$ cat src/rtl/dst_filt_pkg.sv
package dst_filt_pkg;
  localparam int unsigned CRC_W = 32;
  localparam logic [CRC_W-1:0] CRC_SEED = 32'hFFFF_FFFF;
  localparam logic [CRC_W-1:0] CRC_POLY = 32'h04C1_1DB6;

  // one address byte, lsb first
  function automatic logic [CRC_W-1:0] crc_fold_byte(input logic [CRC_W-1:0] c_in,
                                                     input logic [7:0] b);
    logic [CRC_W-1:0] c;
    logic carry;
    c = c_in;
    for (int i = 0; i < 8; i++) begin
      carry = c[CRC_W-1] ^ b[i];
      c = {c[CRC_W-2:0], 1'b0};
      if (carry) c = (c ^ CRC_POLY) | {{(CRC_W-1){1'b0}}, 1'b1};
    end
    return c;
  endfunction
endpackage

$ cat src/rtl/dst_filt_crc.sv
module dst_filt_crc
  import dst_filt_pkg::*;
(
  input  logic             clk_i,
  input  logic             rst_ni,
  input  logic             clr_i,
  input  logic             en_i,
  input  logic [7:0]       byte_i,
  output logic [CRC_W-1:0] crc_next_o
);
  logic [CRC_W-1:0] crc_q, crc_base;

  assign crc_base   = clr_i ? CRC_SEED : crc_q;
  assign crc_next_o = crc_fold_byte(crc_base, byte_i);

  always_ff @(posedge clk_i or negedge rst_ni) begin
    if (!rst_ni)    crc_q <= CRC_SEED;
    else if (en_i)  crc_q <= crc_next_o;
    else if (clr_i) crc_q <= CRC_SEED;
  end

  AST_CRC_RESEED: assert property (@(posedge clk_i) disable iff (!rst_ni)
    clr_i && !en_i |=> crc_q == CRC_SEED);
  AST_CRC_HOLD: assert property (@(posedge clk_i) disable iff (!rst_ni)
    !clr_i && !en_i |=> $stable(crc_q));
endmodule

$ cat src/rtl/dst_filt_cmp.sv
module dst_filt_cmp #(
  parameter int unsigned ADDR_BYTES = 6,
  parameter int unsigned IDX_W      = 3,
  localparam int unsigned ADDR_W    = 8 * ADDR_BYTES
) (
  input  logic              clk_i,
  input  logic              rst_ni,
  input  logic              clr_i,
  input  logic              en_i,
  input  logic [IDX_W-1:0]  idx_i,
  input  logic [7:0]        byte_i,
  input  logic [ADDR_W-1:0] station_i,
  output logic              ones_o,
  output logic              match_o,
  output logic              grp_o
);
  logic [7:0] st_byte [ADDR_BYTES];
  logic ones_q, match_q, grp_q;
  logic ones_b, match_b, grp_b;
  logic [7:0] st_sel;

  for (genvar k = 0; k < ADDR_BYTES; k++) begin : g_st
    assign st_byte[k] = station_i[8*k +: 8];
  end

  always_comb begin
    st_sel = 8'h00;
    for (int k = 0; k < ADDR_BYTES; k++)
      if (idx_i == IDX_W'(k)) st_sel = st_byte[k];
  end

  assign ones_b  = clr_i ? 1'b1 : ones_q;
  assign match_b = clr_i ? 1'b1 : match_q;
  assign grp_b   = clr_i ? 1'b0 : grp_q;

  assign ones_o  = ones_b & (byte_i == 8'hFF);
  assign match_o = match_b & (byte_i == st_sel);
  assign grp_o   = (idx_i == '0) ? byte_i[0] : grp_b;

  always_ff @(posedge clk_i or negedge rst_ni) begin
    if (!rst_ni) begin
      ones_q  <= 1'b1;
      match_q <= 1'b1;
      grp_q   <= 1'b0;
    end else if (en_i) begin
      ones_q  <= ones_o;
      match_q <= match_o;
      grp_q   <= grp_o;
    end else if (clr_i) begin
      ones_q  <= 1'b1;
      match_q <= 1'b1;
      grp_q   <= 1'b0;
    end
  end

  AST_MISMATCH_STICKY: assert property (@(posedge clk_i) disable iff (!rst_ni)
    en_i && !clr_i && !match_q |-> !match_o);
  AST_NOT_ONES_STICKY: assert property (@(posedge clk_i) disable iff (!rst_ni)
    en_i && !clr_i && !ones_q |-> !ones_o);
endmodule

$ cat src/rtl/dst_addr_filter.sv
module dst_addr_filter
  import dst_filt_pkg::*;
#(
  parameter int unsigned ADDR_BYTES = 6,
  parameter int unsigned HASH_BITS  = 6,
  localparam int unsigned ADDR_W    = 8 * ADDR_BYTES,
  localparam int unsigned TBL_W     = 2 ** HASH_BITS
) (
  input  logic              clk_i,
  input  logic              rst_ni,
  input  logic              start_i,
  input  logic              byte_valid_i,
  input  logic [7:0]        byte_i,
  input  logic              promisc_en_i,
  input  logic              bcast_en_i,
  input  logic              mcast_en_i,
  input  logic [ADDR_W-1:0] station_addr_i,
  input  logic [TBL_W-1:0]  hash_table_i,
  output logic              done_o,
  output logic              accept_o
);
  localparam int unsigned CNT_W = $clog2(ADDR_BYTES + 1);
  localparam logic [CNT_W-1:0] CNT_FULL = CNT_W'(ADDR_BYTES);
  localparam logic [CNT_W-1:0] CNT_LAST = CNT_W'(ADDR_BYTES - 1);

  logic [CNT_W-1:0] cnt_q, cur_idx;
  logic take, last_byte;
  logic [CRC_W-1:0] crc_next;
  logic [HASH_BITS-1:0] hash_idx;
  logic hash_hit, is_ones, is_match, is_grp, decision;
  logic done_q, accept_q;

  assign cur_idx   = start_i ? '0 : cnt_q;
  assign take      = byte_valid_i && (cur_idx != CNT_FULL);
  assign last_byte = take && (cur_idx == CNT_LAST);

  dst_filt_crc i_crc (
    .clk_i      (clk_i),
    .rst_ni     (rst_ni),
    .clr_i      (start_i),
    .en_i       (take),
    .byte_i     (byte_i),
    .crc_next_o (crc_next)
  );

  dst_filt_cmp #(.ADDR_BYTES(ADDR_BYTES), .IDX_W(CNT_W)) i_cmp (
    .clk_i     (clk_i),
    .rst_ni    (rst_ni),
    .clr_i     (start_i),
    .en_i      (take),
    .idx_i     (cur_idx),
    .byte_i    (byte_i),
    .station_i (station_addr_i),
    .ones_o    (is_ones),
    .match_o   (is_match),
    .grp_o     (is_grp)
  );

  assign hash_idx = crc_next[CRC_W-1 -: HASH_BITS];
  assign hash_hit = hash_table_i[hash_idx];

  // priority: promiscuous, broadcast, group, individual
  always_comb begin
    if (promisc_en_i)  decision = 1'b1;
    else if (is_ones)  decision = bcast_en_i;
    else if (is_grp)   decision = mcast_en_i & hash_hit;
    else               decision = is_match;
  end

  always_ff @(posedge clk_i or negedge rst_ni) begin
    if (!rst_ni) begin
      cnt_q    <= '0;
      done_q   <= 1'b0;
      accept_q <= 1'b0;
    end else begin
      cnt_q  <= take ? cur_idx + CNT_W'(1) : cur_idx;
      done_q <= last_byte;
      if (last_byte)    accept_q <= decision;
      else if (start_i) accept_q <= 1'b0;
    end
  end

  assign done_o   = done_q;
  assign accept_o = accept_q;

  AST_CNT_RANGE: assert property (@(posedge clk_i) disable iff (!rst_ni)
    cnt_q <= CNT_FULL);
  AST_DONE_PULSE: assert property (@(posedge clk_i) disable iff (!rst_ni)
    done_o |=> !done_o);
  AST_ACCEPT_HELD: assert property (@(posedge clk_i) disable iff (!rst_ni)
    !done_o && !$past(start_i) |-> $stable(accept_o));
  AST_PROMISC_ACCEPT: assert property (@(posedge clk_i) disable iff (!rst_ni)
    last_byte && promisc_en_i |=> accept_o);
  AST_BCAST_GATE: assert property (@(posedge clk_i) disable iff (!rst_ni)
    last_byte && !promisc_en_i && is_ones |=> accept_o == $past(bcast_en_i));
  AST_GRP_NEEDS_EN: assert property (@(posedge clk_i) disable iff (!rst_ni)
    last_byte && !promisc_en_i && !is_ones && is_grp && !mcast_en_i |=> !accept_o);
  AST_UCAST_MATCH: assert property (@(posedge clk_i) disable iff (!rst_ni)
    last_byte && !promisc_en_i && !is_ones && !is_grp |=> accept_o == $past(is_match));
endmodule

$ cat config.mk
export PLATFORM = sky130hd
export DESIGN_NAME = dst_addr_filter
export DESIGN_NICKNAME = d
export VERILOG_FILES = /design/src/rtl/dst_filt_pkg.sv /design/src/rtl/dst_filt_crc.sv /design/src/rtl/dst_filt_cmp.sv /design/src/rtl/dst_addr_filter.sv
export SDC_FILE = /design/constraint.sdc
export NUM_CORES = 1
export LEC_CHECK = 0
export ABC_AREA = 1
export BUFFER_PORTS_ARGS = -buffer_cell sky130_fd_sc_hd__buf_2
export CORE_MARGIN = 2
export CORE_UTILIZATION = 49
export CTS_BUF_LIST = sky130_fd_sc_hd__clkbuf_4 sky130_fd_sc_hd__clkbuf_8
export CTS_CLUSTER_DIAMETER = 40
export DETAILED_ROUTE_END_ITERATION = 6
export MAX_ROUTING_LAYER = met4
export PLACE_DENSITY = 0.91
export SYNTH_ARGS = -nofsm -noshare
export SYNTH_HDL_FRONTEND = slang
export SYNTH_SLANG_ARGS = --single-unit
$ cat constraint.sdc
create_clock -name clk_i -period 2.12 [get_ports clk_i]
set_input_delay 0.424 -clock clk_i [delete_from_list [all_inputs] [get_ports clk_i]]
set_output_delay 0.424 -clock clk_i [all_outputs]
set_load 0.02 [all_outputs]
==> impl_metrics.env, run 1 <==
export IMPL_status="complete, but fails checks"
export IMPL_violated_checks="setup timing"
export IMPL_routed_via_density=5.77
export IMPL_cp_data_arrival_time_ns=2.74
export IMPL_tritoncts_clock_tree="built"
export IMPL_fin_worst_skew_ns=0.0117
export IMPL_drt_pre_antenna_iters=5
export IMPL_vdd_ir_drop_max_mv=0.494
export IMPL_worst_slew_pin_slew_ns=0.439
export IMPL_setup_viol=3
export IMPL_synth_largest_area_cell="dfstp_2"
export IMPL_final_design_area_no_fill_sq_um=6300
export IMPL_hold_path_cell_count=3
export IMPL_area_growth_synth_to_final_pct=51.7
export IMPL_number_of_antenna_violations_at_the_first_check_in_global_routing=0
export IMPL_rr_startpoint="i_crc.crc_q[24]$_DFF_PN1_"
export IMPL_max_cap_violations=0
export IMPL_clk_pin_slew_ns=0.09
export IMPL_total_leakage_power_nw=3.22
export IMPL_drt_initial_drc_count=519
export IMPL_grt_setup_unrepaired="true"
export IMPL_boundaryPins=129
export IMPL_min_to="cnt_q[2]$_DFF_PN0_"
export IMPL_clock_fmax_mhz=393
export IMPL_clock_insertion_delay_worst_skew_ns=0.31
export IMPL_ys_async_sr_fraction=1.00
export IMPL_ys_seq_area_frac=0.251
export IMPL_r2r_depth=20
export IMPL_antennaDiodeCount=0
export IMPL_globalRoute_totalOverflow=0
export IMPL_clock_path_buffers=2
export IMPL_final_hold_violating_endpoints=0
export IMPL_numCtsBuffers=5
export IMPL_initial_utilization=0.506
export IMPL_critical_path_class="reg -> reg"
export IMPL_via_count=5529
export IMPL_synthDistinctLibCells=38
export IMPL_via_count_of_the_first_global_routing_pass=5095
export IMPL_syn_avg_cell_area_sq_um=6.61
export IMPL_fp_dieW_microns=96.1
export IMPL_fin_nets=981
export IMPL_rows=33
export IMPL_maxSlewHeadroom=0.706
export IMPL_final_core_utilization=0.767
export IMPL_powerDensity_nw_per_um2=968
export IMPL_hold_path_startpoint="byte_valid_i"
export IMPL_worst_hold_path_type="in -> reg"
export IMPL_synthFlopType="dfstp_2"
export IMPL_gp_congestion=0.987
export IMPL_grt_pass1_wl_mm=22.2
export IMPL_dp_hpwl_mm=10.8
export IMPL_detailedPlace_worstSlack_ns=-0.512
export IMPL_timing_final_crit_share=1.20
export IMPL_post_synth_top_area_fraction=0.215
export IMPL_fraction_of_final_layout_cells_with_drive_strength_greater_than_1=0.480
export IMPL_grt_max_degree=27
export IMPL_finalWorstPathRequiredPeriod_ns=2.54
export IMPL_synth_cells_most_frequent="184 x nand2_1, 121 x nand3_1, 45 x inv_1"
export IMPL_r2r_end="accept_o$_DFFE_PN0P_"
export IMPL_area_of_the_die_sq_um=9230
export IMPL_post_drt_wl_per_cell_microns=17.0
export IMPL_synth_most_common_cell="nand2_1"
export IMPL_synth_ff_latch_count=40
export IMPL_drt_total_wl_mm=16.3
export IMPL_synth_enable_flop_cells=0
export IMPL_postRouteAntennaNets=0
export IMPL_r2r_setup_slack_ns=-0.42
export IMPL_detail_route_drc_violations=0
export IMPL_cp_start_kind="register"
export IMPL_die_height_microns=96.1
export IMPL_cts_sink_count=40
export IMPL_report_final_slew_viol_count=0
export IMPL_grt_total_usage=0.315
export IMPL_timing_final_ws_setup_ns=-0.423
export IMPL_cts_htree_levels=2
export IMPL_placement_cell_area_sq_um=5740
export IMPL_critical_path_endpoint_type="register"
export IMPL_layout_filler_cells=480
export IMPL_syn_inst=628
export IMPL_synthesis_nets=756
export IMPL_clk_root_buffer_cell="clkbuf_8"
export IMPL_ys_warn_count=0
export IMPL_ys_top_cells_by_area="dfstp_2 22%, nand2_1 17%, nand3_1 15%, xor2_1 7.2%, o21ai_0 4.1%"
export IMPL_floorplan_core_area_sq_um=8220
export IMPL_syn_cell_area_sq_um=4150
export IMPL_port_buffers=128
export IMPL_worst_path_max_fanout=6
export IMPL_cp_required_ns=2.32
export IMPL_final_hold_worst_slack_ns=0.399
## routing by layer
layer	vias up	global-route usage	part of all wire	wire length [microns]
li1	2479	-	-	-
met1	2550	0.351	0.36	5910
met2	380	0.542	0.49	8040
met3	120	0.0493	0.084	1360
met4	0	0.162	0.060	969
met5	-	-	0	0
## per-stage QoR
step	total power, W	cells	TNS [ns]
3_5_place_dp	0.00471	937	-4.07
3_3_place_gp	0.00459	937	-2.67
4_1_cts	0.00542	952	-0.131
5_1_grt	0.00647	959	-1.05
6_report	0.00610	959	-0.461
2_1_floorplan	0.00350	628	-0.140
## cell families (layout without fill, tap and decap cells)
family / count (synthesis) / count (layout) / synth area share
flip-flops: 40 / 40 / 0.251
XOR/XNOR: 54 / 54 / 0.137
adder cells (fa/ha/maj): 1 / 1 / 0.00301
AND/OR/NAND/NOR: 395 / 395 / 0.445
AO/OA/AOI/OAI: 63 / 63 / 0.0837
buffers and inverters: 75 / 301 / 0.0795
## flip-flops by register name, indices dropped and copies added, names as in the netlist
signal,cells
accept_o,1
cnt_q,3
done_o,1
i_cmp.grp_q,1
i_cmp.match_q,1
i_cmp.ones_q,1
i_crc.crc_q,32
## cell type report
cell class              instances  area [sq um]  area share
clock buffers                   5          68.8      0.0109
clock inverters                 3          23.8     0.00377
inverters                      51           206      0.0328
multi-input cells             513          3130       0.496
flip-flops and latches         40          1040       0.166
well taps                     105           131      0.0208
repair buffers                242          1700       0.270
## cells in the final DEF, fill, tap and decap left out, types with 6 or more instances in the layout
master	count
xnor2_1	8
buf_6	7
xor2_1	31
nand2_2	33
nand3_1	102
nor3_1	6
nor2_4	9
nand2_4	7
buf_2	127
inv_1	33
or2_2	13
inv_2	13
nand3_2	19
dfstp_2	34
o211ai_1	8
xor2_4	7
dfrtp_1	6
buf_4	93
o21ai_0	34
nand2_1	157
nor2_1	35
buf_12	10
a21oi_1	13
## timing repair
action | 4_1_cts | 5_1_grt
pin swaps | 12 | 25
cloned | 1 | 2
setup buffers | 5 | 5
hold endpoints to repair | 3 | 0
resized for setup | 24 | 62
setup endpoints to repair | 4 | 13
hold buffers | 1 | 0
## worst max-delay path, cell delays in order (launching register included)
cell	delay (ns)
dfstp_2	0.56
inv_1	0.05
nand2_1	0.09
nand2_1	0.09
nand2_2	0.10
nand2_1	0.10
nand2_4	0.11
inv_2	0.06
nand2_4	0.13
nand2_8	0.11
clkbuf_16	0.17
nand2_1	0.08
nand3_1	0.10
nand3_2	0.11
nand3_2	0.12
nand3_2	0.10
nand3_2	0.09
nand3_2	0.08
nand2_1	0.05
nand2_1	0.07
a21oi_2	0.06
## worst max-delay path by stage
stage,startpoint,slack (ns),end
floorplan,start_i,-0.14,accept_o$_DFFE_PN0P_
global placement,start_i,-0.42,accept_o$_DFFE_PN0P_
detailed placement,start_i,-0.51,accept_o$_DFFE_PN0P_
CTS,i_crc.crc_q[29]$_DFF_PN1_,-0.13,accept_o$_DFFE_PN0P_
global route,i_crc.crc_q[24]$_DFF_PN1_,-0.55,accept_o$_DFFE_PN0P_
finish,i_crc.crc_q[24]$_DFF_PN1_,-0.42,accept_o$_DFFE_PN0P_
## report_power, final
group          total (W)  leakage, nW  internal (W)  switching (W)
combinational    0.00430         2.74       0.00189        0.00242
clock           0.000545       0.0404      0.000233       0.000311
sequential       0.00126        0.436       0.00114       0.000111
total            0.00610         3.22       0.00326        0.00284
No activity file was read; power rests on OpenSTA's default activity.
==> run 2, diff against run 1 <==
BUFFER_PORTS_ARGS = not set   (was -buffer_cell sky130_fd_sc_hd__buf_2)
CORE_UTILIZATION = 50   (was 49)
DONT_BUFFER_PORTS = 1   (was not set)
GPL_ROUTABILITY_DRIVEN = 0   (was not set)
PLACE_DENSITY = 0.79   (was 0.91)
SKIP_LAST_GASP = 1   (was not set)
==> impl_metrics.env, run 2 (synthesized netlist as in run 1, its figures left out) <==
export IMPL_grt_met2_usage=0.442
export IMPL_critical_path_class="reg -> reg"
export IMPL_floorplan_core_area_sq_um=8130
export IMPL_r2r_depth=19
export IMPL_via_count=5119
export IMPL_drt_initial_drc_count=592
export IMPL_layout_cells_most_common_list="155 x nand2_1, 75 x buf_4, 71 x nand3_1, 44 x nand3_2"
export IMPL_ff_latch_area_sq_um=1040
export IMPL_final_design_area_no_fill_sq_um=5810
export IMPL_cp_start_kind="register"
export IMPL_min_to="cnt_q[2]$_DFF_PN0_"
export IMPL_hold_path_startpoint="byte_valid_i"
export IMPL_p_switching_w=0.00312
export IMPL_max_cap_violations=0
export IMPL_layout_cells_most_common="nand2_1"
export IMPL_tritoncts_clock_tree="built"
export IMPL_grt_util_met3=0.0435
export IMPL_detail_route_drc_violations=0
export IMPL_grt_pass1_wl_mm=18.0
export IMPL_hold_path_cell_count=2
export IMPL_port_buffers=0
export IMPL_numCtsBuffers=5
export IMPL_area_growth_synth_to_final_pct=40.0
export IMPL_post_drt_wl_per_cell_microns=20.1
export IMPL_rr_startpoint="i_crc.crc_q[28]$_DFF_PN1_"
export IMPL_r2r_setup_slack_ns=-0.37
export IMPL_final_hold_violating_endpoints=0
export IMPL_max_flop_register="i_crc.crc_q"
export IMPL_global_route_peak_usage_layer="met2"
export IMPL_powerDensity_nw_per_um2=1120
export IMPL_p_int_w=0.00340
export IMPL_fin_nets=837
export IMPL_number_of_antenna_violations_at_the_first_check_in_global_routing=0
export IMPL_reg_top3="i_crc.crc_q x32, cnt_q x3"
export IMPL_dp_hpwl_mm=9.01
export IMPL_clk_root_buffer_cell="clkbuf_8"
export IMPL_via_count_of_the_first_global_routing_pass=3962
export IMPL_fin_worst_skew_ns=0.0232
export IMPL_area_of_the_die_sq_um=9050
export IMPL_globalRoute_totalOverflow=0
export IMPL_cts_htree_levels=2
export IMPL_vdd_ir_drop_max_mv=0.566
export IMPL_fraction_of_final_layout_cells_with_drive_strength_greater_than_1=0.428
export IMPL_grt_total_usage=0.256
export IMPL_cp_data_arrival_time_ns=2.69
export IMPL_clock_fmax_mhz=402
export IMPL_total_leakage_power_nw=2.73
export IMPL_final_hold_worst_slack_ns=0.288
export IMPL_placement_cell_area_sq_um=4800
export IMPL_critical_path_endpoint_type="register"
export IMPL_worst_hold_path_type="in -> reg"
export IMPL_r2r_end="accept_o$_DFFE_PN0P_"
export IMPL_setup_viol=8
export IMPL_initial_utilization=0.511
export IMPL_grt_setup_unrepaired="true"
export IMPL_grt_max_degree=44
export IMPL_grt_use_met1=0.307
export IMPL_seq_power_share=0.194
export IMPL_clock_insertion_delay_worst_skew_ns=0.32
export IMPL_largest_reg_flops=32
export IMPL_multi_input_area_sq_um=3420
export IMPL_report_final_slew_viol_count=0
export IMPL_clk_pin_slew_ns=0.10
export IMPL_drt_total_wl_mm=16.3
export IMPL_finalWorstPathRequiredPeriod_ns=2.49
export IMPL_clock_path_buffers=2
export IMPL_detailedPlace_worstSlack_ns=-0.262
export IMPL_boundaryPins=129
export IMPL_antennaDiodeCount=0
export IMPL_worst_slew_pin_slew_ns=0.534
export IMPL_comb_power_share=0.703
export IMPL_routed_via_density=6.28
export IMPL_postRouteAntennaNets=0
export IMPL_cp_required_ns=2.32
export IMPL_rows=33
export IMPL_maxSlewHeadroom=0.642
export IMPL_die_height_microns=95.2
export IMPL_violated_checks="setup timing"
export IMPL_layout_filler_cells=520
export IMPL_p_clk_frac=0.103
export IMPL_fp_dieW_microns=95.2
export IMPL_drt_pre_antenna_iters=7
export IMPL_cts_sink_count=40
export IMPL_timing_final_ws_setup_ns=-0.370
export IMPL_timing_final_crit_share=1.17
export IMPL_power_switching_fraction=0.478
export IMPL_worst_path_max_fanout=6
export IMPL_status="complete, but fails checks"
==> run 2: changes by cell type in the layout (fill, tap and decap cells not counted), moves of 5 or more <==
cell	delta
buf_4	-18
nand3_4	+6
nand3_1	-31
nand3_2	+25
buf_2	-127
nand2_2	-9
nand2_4	+9
buf_6	+5
==> run 2: worst max path at each step <==
stage / startpoint / cells after the start / endpoint / slack [ns]
final: i_crc.crc_q[28]$_DFF_PN1_ / 19 / accept_o$_DFFE_PN0P_ / -0.37
after global routing: i_crc.crc_q[30]$_DFF_PN1_ / 16 / accept_o$_DFFE_PN0P_ / -0.44
after CTS: i_crc.crc_q[24]$_DFF_PN1_ / 19 / accept_o$_DFFE_PN0P_ / -0.20
after detailed placement: i_crc.crc_q[29]$_DFF_PN1_ / 20 / accept_o$_DFFE_PN0P_ / -0.26
after global placement: i_crc.crc_q[29]$_DFF_PN1_ / 20 / accept_o$_DFFE_PN0P_ / -0.18
after floorplan: start_i / 19 / accept_o$_DFFE_PN0P_ / -0.14
==> run 2: per-stage QoR <==
stage,cells,utilization,power (W),TNS (ns)
2_1_floorplan,628,-,0.00350,-0.140
3_3_place_gp,778,0.590,0.00429,-0.189
3_5_place_dp,778,0.590,0.00439,-0.353
4_1_cts,790,0.616,0.00516,-0.206
5_1_grt,815,0.715,0.00681,-1.90
6_report,815,0.715,0.00652,-0.841
==> run 2: area by class of cell <==
type / instances / share of cell area
multi-input cells: 514 / 0.588
flip-flops and latches: 40 / 0.179
repair buffers: 96 / 0.151
inverters: 51 / 0.0381
well taps: 105 / 0.0226
clock buffers: 5 / 0.0118
clock inverters: 3 / 0.00732
repair inverters: 1 / 0.00151
==> run 2: power groups by stage <==
stage	clock network, W	logic, W	registers [W]
5_1_grt	0.000698	0.00483	0.00128
6_report	0.000670	0.00458	0.00126
3_5_place_dp	0	0.00313	0.00125
2_1_floorplan	0	0.00227	0.00123
3_3_place_gp	0	0.00305	0.00124
4_1_cts	0.000651	0.00327	0.00124
==> run 2: what timing repair did <==
action / in CTS / in global routing
hold endpoints to repair: 40 / 0
pin swaps: 4 / 64
setup endpoints to repair: 6 / 15
buffers inserted: 2 / 21
cloned: 0 / 4
gates resized for setup: 12 / 132
hold buffers: 2 / 0
==> run 2: worst max-delay path, stage by stage (launching register included) <==
cell and delay, ns:
dfstp_2 0.58, inv_2 0.05, nand2_4 0.08, nand2_2 0.07
nand3_4 0.10, nand2_4 0.06, nand2_4 0.10, nand3_4 0.14
buf_4 0.17, buf_4 0.15, nand3_1 0.09, nand3_1 0.12
nand3_1 0.15, nand3_2 0.06, nand3_1 0.08, nand3_1 0.08
nand3_2 0.09, nand2_1 0.06, nand2_2 0.07, a21oi_2 0.06
==> run 2: per-layer routing <==
layer	vias up	part of all wire
li1	2198	-
met1	2359	0.35
met2	428	0.48
met3	134	0.10
met4	0	0.064
met5	-	0
